### src/rtl/tmr_pkg.sv
package tmr_pkg;

    typedef enum logic {
        CH_STOPPED,
        CH_COUNTING
    } ch_state_e;

    typedef enum logic [1:0] {
        FLG_CLEAR,
        FLG_PENDING,
        FLG_ARMED
    } flg_state_e;

    localparam int BYTE_W = 8;
    localparam int OFS_W  = 4;

    localparam logic [OFS_W-1:0] OFS_CTRL = 4'h0;
    localparam logic [OFS_W-1:0] OFS_MODE = 4'h1;
    localparam logic [OFS_W-1:0] OFS_IOC  = 4'h2;
    localparam logic [OFS_W-1:0] OFS_IEN  = 4'h4;
    localparam logic [OFS_W-1:0] OFS_STAT = 4'h5;
    localparam logic [OFS_W-1:0] OFS_CNT  = 4'h6;
    localparam logic [OFS_W-1:0] OFS_CMP  = 4'h8;

    localparam logic [2:0] CLR_ON_MATCH = 3'b001;

endpackage

### src/rtl/tmr_prescale.sv
module tmr_prescale #(
    parameter int STEP_LOG2 = 2,
    parameter int LEVELS    = 4
) (
    input  logic       clk,
    input  logic       rst_n,
    input  logic       run,
    input  logic [2:0] sel,
    output logic       tick
);
    localparam int PRE_W  = STEP_LOG2 * (LEVELS - 1);
    localparam int CODE_W = $clog2(LEVELS);

    logic [PRE_W-1:0]  pre_q;
    logic [PRE_W-1:0]  last;
    logic [CODE_W-1:0] code;

    // selections above the slowest rate saturate to the slowest rate
    always_comb begin
        if (sel >= 3'(LEVELS - 1)) code = CODE_W'(LEVELS - 1);
        else                       code = CODE_W'(sel);
    end

    always_comb begin
        last = '0;
        for (int i = 0; i < LEVELS; i++) begin
            if (code == CODE_W'(i)) last = PRE_W'((1 << (STEP_LOG2 * i)) - 1);
        end
    end

    assign tick = run && (pre_q == last);

    always_ff @(posedge clk) begin
        if (!rst_n)            pre_q <= '0;
        else if (!run || tick) pre_q <= '0;
        else                   pre_q <= pre_q + 1'b1;
    end

    // a divided rate never ticks on two edges in a row
    p_tick_gap_r3: assert property (@(posedge clk) disable iff (!rst_n)
        (tick && code != '0 && run) |=> !tick);

    // the prescaler starts from zero after a stop
    p_restart_r3: assert property (@(posedge clk) disable iff (!rst_n)
        !run |=> pre_q == '0);

endmodule

### src/rtl/tmr_flag.sv
module tmr_flag
    import tmr_pkg::*;
(
    input  logic clk,
    input  logic rst_n,
    input  logic set_evt,
    input  logic stat_rd,
    input  logic stat_wr,
    input  logic wr_bit0,
    output logic flag
);
    flg_state_e st_q, st_d;

    always_ff @(posedge clk) begin
        if (!rst_n) st_q <= FLG_CLEAR;
        else        st_q <= st_d;
    end

    always_comb begin
        st_d = st_q;
        unique case (st_q)
            FLG_CLEAR:   if (set_evt) st_d = FLG_PENDING;
            FLG_PENDING: if (stat_rd) st_d = FLG_ARMED;
            FLG_ARMED: begin
                if (stat_wr && !wr_bit0) st_d = set_evt ? FLG_PENDING : FLG_CLEAR;
            end
            default:     st_d = FLG_CLEAR;
        endcase
    end

    always_comb begin
        flag = (st_q != FLG_CLEAR);
    end

    // a write without a prior read of the set flag leaves it set
    p_no_blind_clear_r7: assert property (@(posedge clk) disable iff (!rst_n)
        (st_q == FLG_PENDING && stat_wr) |=> flag);

    // an acknowledge of an armed flag clears it
    p_ack_clears_r7: assert property (@(posedge clk) disable iff (!rst_n)
        (st_q == FLG_ARMED && stat_wr && !wr_bit0 && !set_evt) |=> !flag);

    // a compare event always leaves the flag set
    p_event_wins_r8: assert property (@(posedge clk) disable iff (!rst_n)
        set_evt |=> flag);

endmodule

### src/rtl/tmr_channel.sv
module tmr_channel
    import tmr_pkg::*;
#(
    parameter int CNT_W     = 16,
    parameter int STEP_LOG2 = 2,
    parameter int LEVELS    = 4
) (
    input  logic             clk,
    input  logic             rst_n,
    input  logic             go_wr,
    input  logic             go_bit,
    input  logic             sel,
    input  logic             wr,
    input  logic             rd,
    input  logic             wide,
    input  logic [OFS_W-1:0] ofs,
    input  logic [CNT_W-1:0] wdata,
    output logic [CNT_W-1:0] rdata,
    output logic             running,
    output logic             irq
);
    ch_state_e st_q, st_d;

    logic [BYTE_W-1:0] ctrl_q, mode_q, ioc_q, ien_q;
    logic [CNT_W-1:0]  cnt_q, cmp_q;
    logic              byte_wr, word_wr, cnt_wr, cmp_wr;
    logic              tick, match, clr_mode, set_evt, flag;
    logic              stat_rd, stat_wr;

    assign byte_wr  = sel && wr && !wide;
    assign word_wr  = sel && wr && wide;
    assign cnt_wr   = word_wr && (ofs == OFS_CNT);
    assign cmp_wr   = word_wr && (ofs == OFS_CMP);
    assign stat_rd  = sel && rd && !wide && (ofs == OFS_STAT);
    assign stat_wr  = byte_wr && (ofs == OFS_STAT);
    assign match    = (cnt_q == cmp_q);
    assign clr_mode = (ctrl_q[7:5] == CLR_ON_MATCH);
    assign set_evt  = tick && match;

    // run state machine
    always_ff @(posedge clk) begin
        if (!rst_n) st_q <= CH_STOPPED;
        else        st_q <= st_d;
    end

    always_comb begin
        st_d = st_q;
        unique case (st_q)
            CH_STOPPED:  if (go_wr && go_bit)  st_d = CH_COUNTING;
            CH_COUNTING: if (go_wr && !go_bit) st_d = CH_STOPPED;
            default:     st_d = CH_STOPPED;
        endcase
    end

    always_comb begin
        running = (st_q == CH_COUNTING);
        irq     = flag && ien_q[0];
    end

    tmr_prescale #(
        .STEP_LOG2 (STEP_LOG2),
        .LEVELS    (LEVELS)
    ) u_pre (
        .clk   (clk),
        .rst_n (rst_n),
        .run   (running),
        .sel   (ctrl_q[2:0]),
        .tick  (tick)
    );

    tmr_flag u_flag (
        .clk     (clk),
        .rst_n   (rst_n),
        .set_evt (set_evt),
        .stat_rd (stat_rd),
        .stat_wr (stat_wr),
        .wr_bit0 (wdata[0]),
        .flag    (flag)
    );

    // byte-wide setup registers
    always_ff @(posedge clk) begin
        if (!rst_n) begin
            ctrl_q <= '0;
            mode_q <= '0;
            ioc_q  <= '0;
            ien_q  <= '0;
        end else if (byte_wr) begin
            unique case (ofs)
                OFS_CTRL: ctrl_q <= wdata[BYTE_W-1:0];
                OFS_MODE: mode_q <= wdata[BYTE_W-1:0];
                OFS_IOC:  ioc_q  <= wdata[BYTE_W-1:0];
                OFS_IEN:  ien_q  <= wdata[BYTE_W-1:0];
                default:  ;
            endcase
        end
    end

    // counter and compare register
    always_ff @(posedge clk) begin
        if (!rst_n) begin
            cnt_q <= '0;
            cmp_q <= '0;
        end else begin
            if (cmp_wr) cmp_q <= wdata;
            if (cnt_wr)                     cnt_q <= wdata;
            else if (tick && match && clr_mode) cnt_q <= '0;
            else if (tick)                  cnt_q <= cnt_q + 1'b1;
        end
    end

    // read mux, wrong-width accesses return 0
    always_comb begin
        rdata = '0;
        if (!wide) begin
            unique case (ofs)
                OFS_CTRL: rdata = CNT_W'(ctrl_q);
                OFS_MODE: rdata = CNT_W'(mode_q);
                OFS_IOC:  rdata = CNT_W'(ioc_q);
                OFS_IEN:  rdata = CNT_W'(ien_q);
                OFS_STAT: rdata = CNT_W'(flag);
                default:  rdata = '0;
            endcase
        end else begin
            unique case (ofs)
                OFS_CNT: rdata = cnt_q;
                OFS_CMP: rdata = cmp_q;
                default: rdata = '0;
            endcase
        end
    end

    // a stopped channel holds its count
    p_stop_hold_r2: assert property (@(posedge clk) disable iff (!rst_n)
        (st_q == CH_STOPPED && !cnt_wr) |=> cnt_q == $past(cnt_q));

    // an ordinary tick steps the count by one
    p_step_r3: assert property (@(posedge clk) disable iff (!rst_n)
        (tick && !match && !cnt_wr) |=> cnt_q == $past(cnt_q) + 1'b1);

    // clear-on-match returns the counter to zero
    p_match_clear_r4: assert property (@(posedge clk) disable iff (!rst_n)
        (tick && match && clr_mode && !cnt_wr) |=> (cnt_q == '0 && flag));

    // without clear-on-match the counter passes the compare value
    p_match_pass_r5: assert property (@(posedge clk) disable iff (!rst_n)
        (tick && match && !clr_mode && !cnt_wr) |=> cnt_q == $past(cnt_q) + 1'b1);

    // no interrupt while the enable bit is low
    p_irq_mask_r6: assert property (@(posedge clk) disable iff (!rst_n)
        (byte_wr && ofs == OFS_IEN && !wdata[0]) |=> !irq);

endmodule

### src/rtl/tmr_bank.sv
module tmr_bank
    import tmr_pkg::*;
#(
    parameter int NUM_CH    = 2,
    parameter int CNT_W     = 16,
    parameter int ADDR_W    = 6,
    parameter int STEP_LOG2 = 2,
    parameter int LEVELS    = 4
) (
    input  logic              clk,
    input  logic              rst_n,
    input  logic [ADDR_W-1:0] bus_addr,
    input  logic              bus_wr,
    input  logic              bus_rd,
    input  logic              bus_wide,
    input  logic [CNT_W-1:0]  bus_wdata,
    output logic [CNT_W-1:0]  bus_rdata,
    output logic [NUM_CH-1:0] irq
);
    localparam int WIN_W = ADDR_W - OFS_W;

    logic [WIN_W-1:0]  win;
    logic [OFS_W-1:0]  ofs;
    logic              go_wr;
    logic [NUM_CH-1:0] running;
    logic [NUM_CH-1:0] ch_sel;
    logic [CNT_W-1:0]  ch_rdata [NUM_CH];

    assign win   = bus_addr[ADDR_W-1:OFS_W];
    assign ofs   = bus_addr[OFS_W-1:0];
    assign go_wr = bus_wr && !bus_wide && (win == '0) && (ofs == '0);

    for (genvar c = 0; c < NUM_CH; c++) begin : g_ch
        assign ch_sel[c] = (win == WIN_W'(c + 1));

        tmr_channel #(
            .CNT_W     (CNT_W),
            .STEP_LOG2 (STEP_LOG2),
            .LEVELS    (LEVELS)
        ) u_ch (
            .clk     (clk),
            .rst_n   (rst_n),
            .go_wr   (go_wr),
            .go_bit  (bus_wdata[c]),
            .sel     (ch_sel[c]),
            .wr      (bus_wr),
            .rd      (bus_rd),
            .wide    (bus_wide),
            .ofs     (ofs),
            .wdata   (bus_wdata),
            .rdata   (ch_rdata[c]),
            .running (running[c]),
            .irq     (irq[c])
        );

        // the start bit takes the written value on the next edge
        p_start_bit_r2: assert property (@(posedge clk) disable iff (!rst_n)
            go_wr |=> running[c] == $past(bus_wdata[c]));
    end

    always_comb begin
        bus_rdata = '0;
        if (win == '0) begin
            if (!bus_wide && ofs == '0) bus_rdata = CNT_W'(running);
        end else begin
            for (int c = 0; c < NUM_CH; c++) begin
                if (ch_sel[c]) bus_rdata = ch_rdata[c];
            end
        end
    end

    // nothing runs or interrupts right after reset
    p_reset_quiet_r1: assert property (@(posedge clk)
        !rst_n |=> (running == '0 && irq == '0));

endmodule

### config.mk
export PLATFORM = sky130hd
export DESIGN_NAME = tmr_bank
export DESIGN_NICKNAME = d
export VERILOG_FILES = /design/src/rtl/tmr_pkg.sv /design/src/rtl/tmr_prescale.sv /design/src/rtl/tmr_flag.sv /design/src/rtl/tmr_channel.sv /design/src/rtl/tmr_bank.sv
export SDC_FILE = /design/constraint.sdc
export NUM_CORES = 1
export LEC_CHECK = 0
export CAP_MARGIN = 40
export CORE_MARGIN = 4
export CORE_UTILIZATION = 45
export DETAILED_ROUTE_END_ITERATION = 10
export PLACE_DENSITY = 0.7
export SLEW_MARGIN = 0
export SYNTH_ARGS = -nofsm -noshare
export SYNTH_HDL_FRONTEND = slang
export SYNTH_SLANG_ARGS = --single-unit
### constraint.sdc
create_clock -name clk -period 6 [get_ports clk]
set_input_delay 1.5 -clock clk [delete_from_list [all_inputs] [get_ports clk]]
set_output_delay 1.5 -clock clk [all_outputs]
set_load 0.01 [all_outputs]
* Yosys cells after proc, flatten, opt, wreduce, memory -nomap -nowiden
Index checks and enable logic that the tools add are counted.
** Cells by class
- Add/sub/neg operators :: 4
- Order comparisons :: 2
- Eq/ne operators :: 30
- Multiplexer cells :: 40
- Bitwise operators :: 3
- Reductions and logical operators :: 63
** Operator list (number)
- 16-bit 2-to-1 mux :: 11
- 8-bit case mux with 5 select lines :: 2
- 16-bit case mux with 2 select lines :: 2
- 1-bit logical AND :: 36
- 16-bit by 1-bit adder with 16-bit output, second input constant :: 2
- 16-bit == test :: 2
- 6-bit 2-to-1 mux :: 4
- 2-bit 2-to-1 mux :: 11
- 2-bit AND reduction :: 8
- 2-bit == test, second input constant :: 7
- 6-bit by 1-bit adder with 6-bit output, second input constant :: 2
- 4-bit by 3-bit == test with 1-bit output, second input constant :: 3
- 6-bit == test :: 2
- 2-bit case mux with 3 select lines :: 2
- 2-bit by 1-bit == test with 1-bit output, second input constant :: 5
- 2-bit != test, second input constant :: 4
- 3-bit by 1-bit == test with 1-bit output, second input constant :: 2
- 3-bit by 2-bit >= comparator with 1-bit output, second input constant :: 2
- 2-bit logical NOT :: 3
- 1-bit 2-to-1 mux :: 6
- 3-bit AND reduction :: 2
- 3-bit nonzero test :: 2
- 1-bit logical NOT :: 5
- 4-bit by 1-bit == test with 1-bit output, second input constant :: 1
- other kinds (9) :: 16
** Storage, ports and cells
- Flip-flop bits (word level) :: 146
- Bits of input ports :: 27
- Output and inout port bits :: 18
- Word-level logic and storage cells :: 160

* Logic depth before layout (Yosys ltp)
- Word-level depth :: 12
- Depth in mapped cells :: 10
- Depth with buffers taken out :: 7

* Cells and area by module
Synthesis repeated with hierarchy kept, for this count alone.
** Unflattened totals
- Cells, all modules :: 951
- Area, all modules :: 8349.3 um^2
** Modules (own cells, without submodules)
- tmr_channel :: instances 2, cells each 416, area an instance 3647.2 um^2, seq. area each 1301.2 um^2
- tmr_prescale :: instances 2, cells each 35, area an instance 314.1 um^2, seq. area each 120.1 um^2
- tmr_bank :: instances 1, cells each 27, area an instance 226.5 um^2, seq. area each 0.0 um^2
- tmr_flag :: instances 2, cells each 11, area an instance 100.1 um^2, seq. area each 40.0 um^2

* Least setup slack after synthesis
OpenSTA, ideal clock, no wires.
- Kind :: in2out
- From :: in bus_addr[3]
- To :: out bus_rdata[3]
- Data arrival time :: 3.175 ns
- Slack :: 1.325 ns
- Stages :: 7
- Buffers on the path :: 2
- Path through :: clkbuf_1 -> nor4b_1 -> clkbuf_1 -> a22oi_1 -> a21oi_1 -> o21ai_0 -> o221ai_1
** On the way
- Longest elaborated chain between the ends :: 6
- Elaborated cells on any way between the ends :: 16
** RTL lines
- from (decl) :: line tmr_bank.sv:12 : input logic [ADDR_W-1:0] bus_addr,
- 4-bit by 3-bit == test with 1-bit output (tied with other cells) :: line tmr_channel.sv:116 : unique case (ofs)
- 8-bit case mux with 5 select lines or 16-bit case mux with 2 select lines (tied branches) :: line tmr_channel.sv:116, tmr_channel.sv:125
- 16-bit 2-to-1 mux :: line tmr_channel.sv:115 : if (!wide) begin
- 16-bit 2-to-1 mux :: line tmr_bank.sv:67 : if (ch_sel[c]) bus_rdata = ch_rdata[c];
- 16-bit 2-to-1 mux (*) :: line tmr_bank.sv:67
- 16-bit 2-to-1 mux (*) :: line tmr_bank.sv:63 : if (win == '0) begin
- to (decl) :: line tmr_bank.sv:17 : output logic [CNT_W-1:0] bus_rdata,
Every way passes the cells marked *; elsewhere a longest branch is shown, timed or not.

* Worst setup path in the final report
- From :: in bus_addr[0]
- To :: out bus_rdata[0]
** On the way
- Longest elaborated chain between the ends :: 6
- Elaborated cells on any way between the ends :: 18
** RTL lines (line)
- 4-bit by 3-bit == test with 1-bit output (tied with other cells) :: tmr_channel.sv:116
- 8-bit case mux with 5 select lines or 16-bit case mux with 2 select lines (tied branches) :: tmr_channel.sv:116, tmr_channel.sv:125
- 16-bit 2-to-1 mux :: tmr_channel.sv:115
- 16-bit 2-to-1 mux (2 in a row) :: tmr_bank.sv:67
- 16-bit 2-to-1 mux (*) :: tmr_bank.sv:63
Marked as above.

==> implementation parameters <==
Parameter                              Value

Synthesis
  Average size of a mapped cell    7.54 sq um
  EDFF count, synth    0
  Yosys cell types    53
  Proportion of synthesized chip area in sequential cells    a little under two fifths
  Synth Register Bits    approximately 150
  Post-synthesis instance area    roughly 7700 sq um
  Synth warnings    0
  Share of synthesized registers carrying an async set or reset    0%
  Net count of the mapped netlist    roughly 1000
  Cell accounting for the most synthesized area    sky130_fd_sc_hd__dfxtp_1
  Most used standard cells in the synthesized netlist    sky130_fd_sc_hd__nand2_1, sky130_fd_sc_hd__dfxtp_1, sky130_fd_sc_hd__a21oi_1
  Top_reg_cell synth    sky130_fd_sc_hd__dfxtp_1
  Most numerous cell in the Yosys netlist    sky130_fd_sc_hd__nand2_1
  Fraction of synthesized cell area taken by the top area cell type    between 30% and 40%
  Top cells by area in the synthesized netlist    sky130_fd_sc_hd__dfxtp_1, sky130_fd_sc_hd__nand2_1, sky130_fd_sc_hd__a21oi_1
  Number of instances in the synthesized netlist    roughly 1000

Power
  VDD IR max    0.207 mV
  Power density cells    257 nW/um^2
  Leakage dissipation    2.64 nW

Detailed routing
  Remaining design rule violation count    0
  Detailed Route WL    between 20000 and 25000 microns
  Sum of met2 wire segment lengths after detailed routing    about 11000 microns
  Vias per cell    roughly 6.1
  Routed wire length per instance    18.6 microns
  Via count    about 7500
  Max Used Layer    met4
  Remaining number of nets flagged by the antenna check after routing    0
  Wire length on met1    9940 microns
  Drt initial violations    between 800 and 900
  Met3 Wirelength    approximately 1800 microns
  Drt pass-1 iters    6

Floorplanning
  Vertical extent of the die    ~140 microns
  Boundary Pins    45
  Chip width    between 100 and 150 microns
  FP Rows    between 40 and 50
  Die area    19200 sq um
  Initial Util    between 40 and 50%
  Total core area    around 17000 sq um

Cells and area
  Antenna cell count    0
  Fraction of layout cells with a size suffix above 1    under 10%
  Final Instance Area    about 9000 sq um
  Area grow syn2layout    16.9%
  Number of nets in the layout    approximately 1000
  Final core occ    a little over half

Clock network
  # hold bufs at CTS    0
  Sinks on Clock Net    approximately 150
  Clock latency of the later-clocked register in the worst-skew pair    around 0.43 ns
  CTS tree    done
  Worst-case clock buffer depth    2
  Cts repair resizes    0
  CTS buffer count    17
  Clock Pin Slew Worst Setup and Hold Paths    0.06 ns
  Post-CTS setup buffer count    0
  Clk root buf    sky130_fd_sc_hd__clkbuf_16
  Maximum level of the CTS H-tree    4

Timing
  Number of slew-limit violations in the final report    0
  Worst slew margin    ~45%
  Final hold vios    0
  Timing-limited maximum frequency    roughly 180 MHz
  Period utilization    roughly 94%
  Final min period    between 5 and 6 ns
  Final Setup Violations    0
  Unrepaired setup endpoints after global routing    no
  Actual slew at the worst max-slew pin    about 0.82 ns
  Smallest hold slack    approximately 0.46 ns
  Post-route clock skew    0.00834 ns
  Summed negative setup slack over all endpoints    0 ns

GRT
  Overflow left after global routing    0
  Maximum number of pins on one net before global-route repair    73
  Number of global-route vias before repair    6899
  First-pass GRT wire length    around 37000 microns
  Antenna violations before repair    0
  Global-route usage over all layers    23.5%

Placement
  HPWL after detailed placement    ~15000 microns
  Post-place instance area    between 8000 and 9000 sq um
  Routability congestion estimate    ~0.85
  PortBufs    44

Min path
  Class of the tightest hold or removal check    flip-flop to flip-flop

Critical path
  Crit path required time    about 4.5 ns
  Sort of element at the start of the critical path    input pin
  CP arrival    4.15 ns
  Critical Path End Type    output pin
  Category of the most critical setup path    input pin to output pin
  Slack of the worst reg-to-reg path    between 3 and 4 ns
  Critical-path maximum fanout    35

Status
  Run status    finished clean

Job
  Number of max-capacitance violations reported    0
[power breakdown]
| part | total, mW | leakage (nW) | internal [mW] | switching, mW |
|---|---|---|---|---|
| registers | 1.01 | 1.18 | 0.983 | 0.0268 |
| clock network | 1.12 | 0.304 | 0.689 | 0.430 |
| logic | 0.175 | 1.16 | 0.0664 | 0.109 |
| total | 2.30 | 2.64 | 1.74 | 0.566 |
[path summary, 6_finish.rpt]
| path | endpoint | from | depth (start not counted) |
|---|---|---|---|
| max | bus_rdata[0] | bus_addr[0] | 6 |
| min | g_ch[1].u_ch.ioc_q[7] | g_ch[1].u_ch.ioc_q[7] | 2 |
| max reg2reg | g_ch[0].u_ch.cnt_q[9] | g_ch[0].u_ch.ctrl_q[1] | 6 |
| min reg2reg | g_ch[1].u_ch.ioc_q[7] | g_ch[1].u_ch.ioc_q[7] | 2 |
[flip-flops by register name (all words and copies together) (netlist names), named ones only]
signal,count
g_ch.u_ch.ien_q,16
g_ch.u_ch.mode_q,16
g_ch.u_ch.ctrl_q,16
g_ch.u_ch.cmp_q,32
g_ch.u_ch.u_pre.pre_q,12
g_ch.u_ch.cnt_q,32
g_ch.u_ch.u_flag.st_q,4
g_ch.u_ch.ioc_q,16
[routing by layer]
layer / global-route usage, % / vias up
li1: - / 3639
met1: 31.8 / 3545
met2: 38.6 / 322
met3: 4.04 / 39
met4: 6.81 / 0
met5: 0 / -
[final cells by class]
cell class	count	area [sq um]
Timing Repair Buffer	68	719
Clock buffer	21	470
Clock inverter	11	151
Sequential cell	146	2920
Fill cell	1582	7690
Inverter	9	35.0
Tap cell	220	275
Multi-Input combinational cell	763	4380
[critical path: stages]
cell,delay [ns]
sky130_fd_sc_hd__clkdlybuf4s50_1,0.64
sky130_fd_sc_hd__nor4_4,0.42
sky130_fd_sc_hd__buf_12,0.24
sky130_fd_sc_hd__nor4b_1,0.54
sky130_fd_sc_hd__a221o_1,0.26
sky130_fd_sc_hd__clkdlybuf4s50_1,0.54
[stage by stage]
step                      setup WS (ns)  instances  total power, mW
final                             0.352       1238             2.30
after detailed placement          0.317       1206             1.20
after global placement            0.412       1202             1.20
after global routing              0.162       1238             2.37
after floorplan                    1.32       1015             1.13
after CTS                         0.314       1238             2.31
[cells by family (layout without fill, tap and decap cells)]
logic type	count (synthesis)	after routing	synth area share, %
fa+ha+maj	4	4	0.654
mux	5	5	0.654
buf+inv	106	109	5.46
xor+xnor	47	47	5.38
compound gates	283	283	23.1
simple gates	424	424	26.5
flops	146	146	38.2
[cells in the final DEF (no fill, tap or decap), drive strengths merged, types with 12 or more instances in the layout]
| cell | instances |
|---|---|
| o21ai | 21 |
| a22oi | 69 |
| a21oi | 120 |
| xnor2 | 38 |
| nand3 | 117 |
| nor2 | 38 |
| a31oi | 26 |
| nand2 | 176 |
| dfxtp | 146 |
| nand4 | 17 |
| buf | 24 |
| nor3 | 12 |
| clkdlybuf4s50 | 44 |
| clkbuf | 21 |
(Power assumes the default switching activity.)
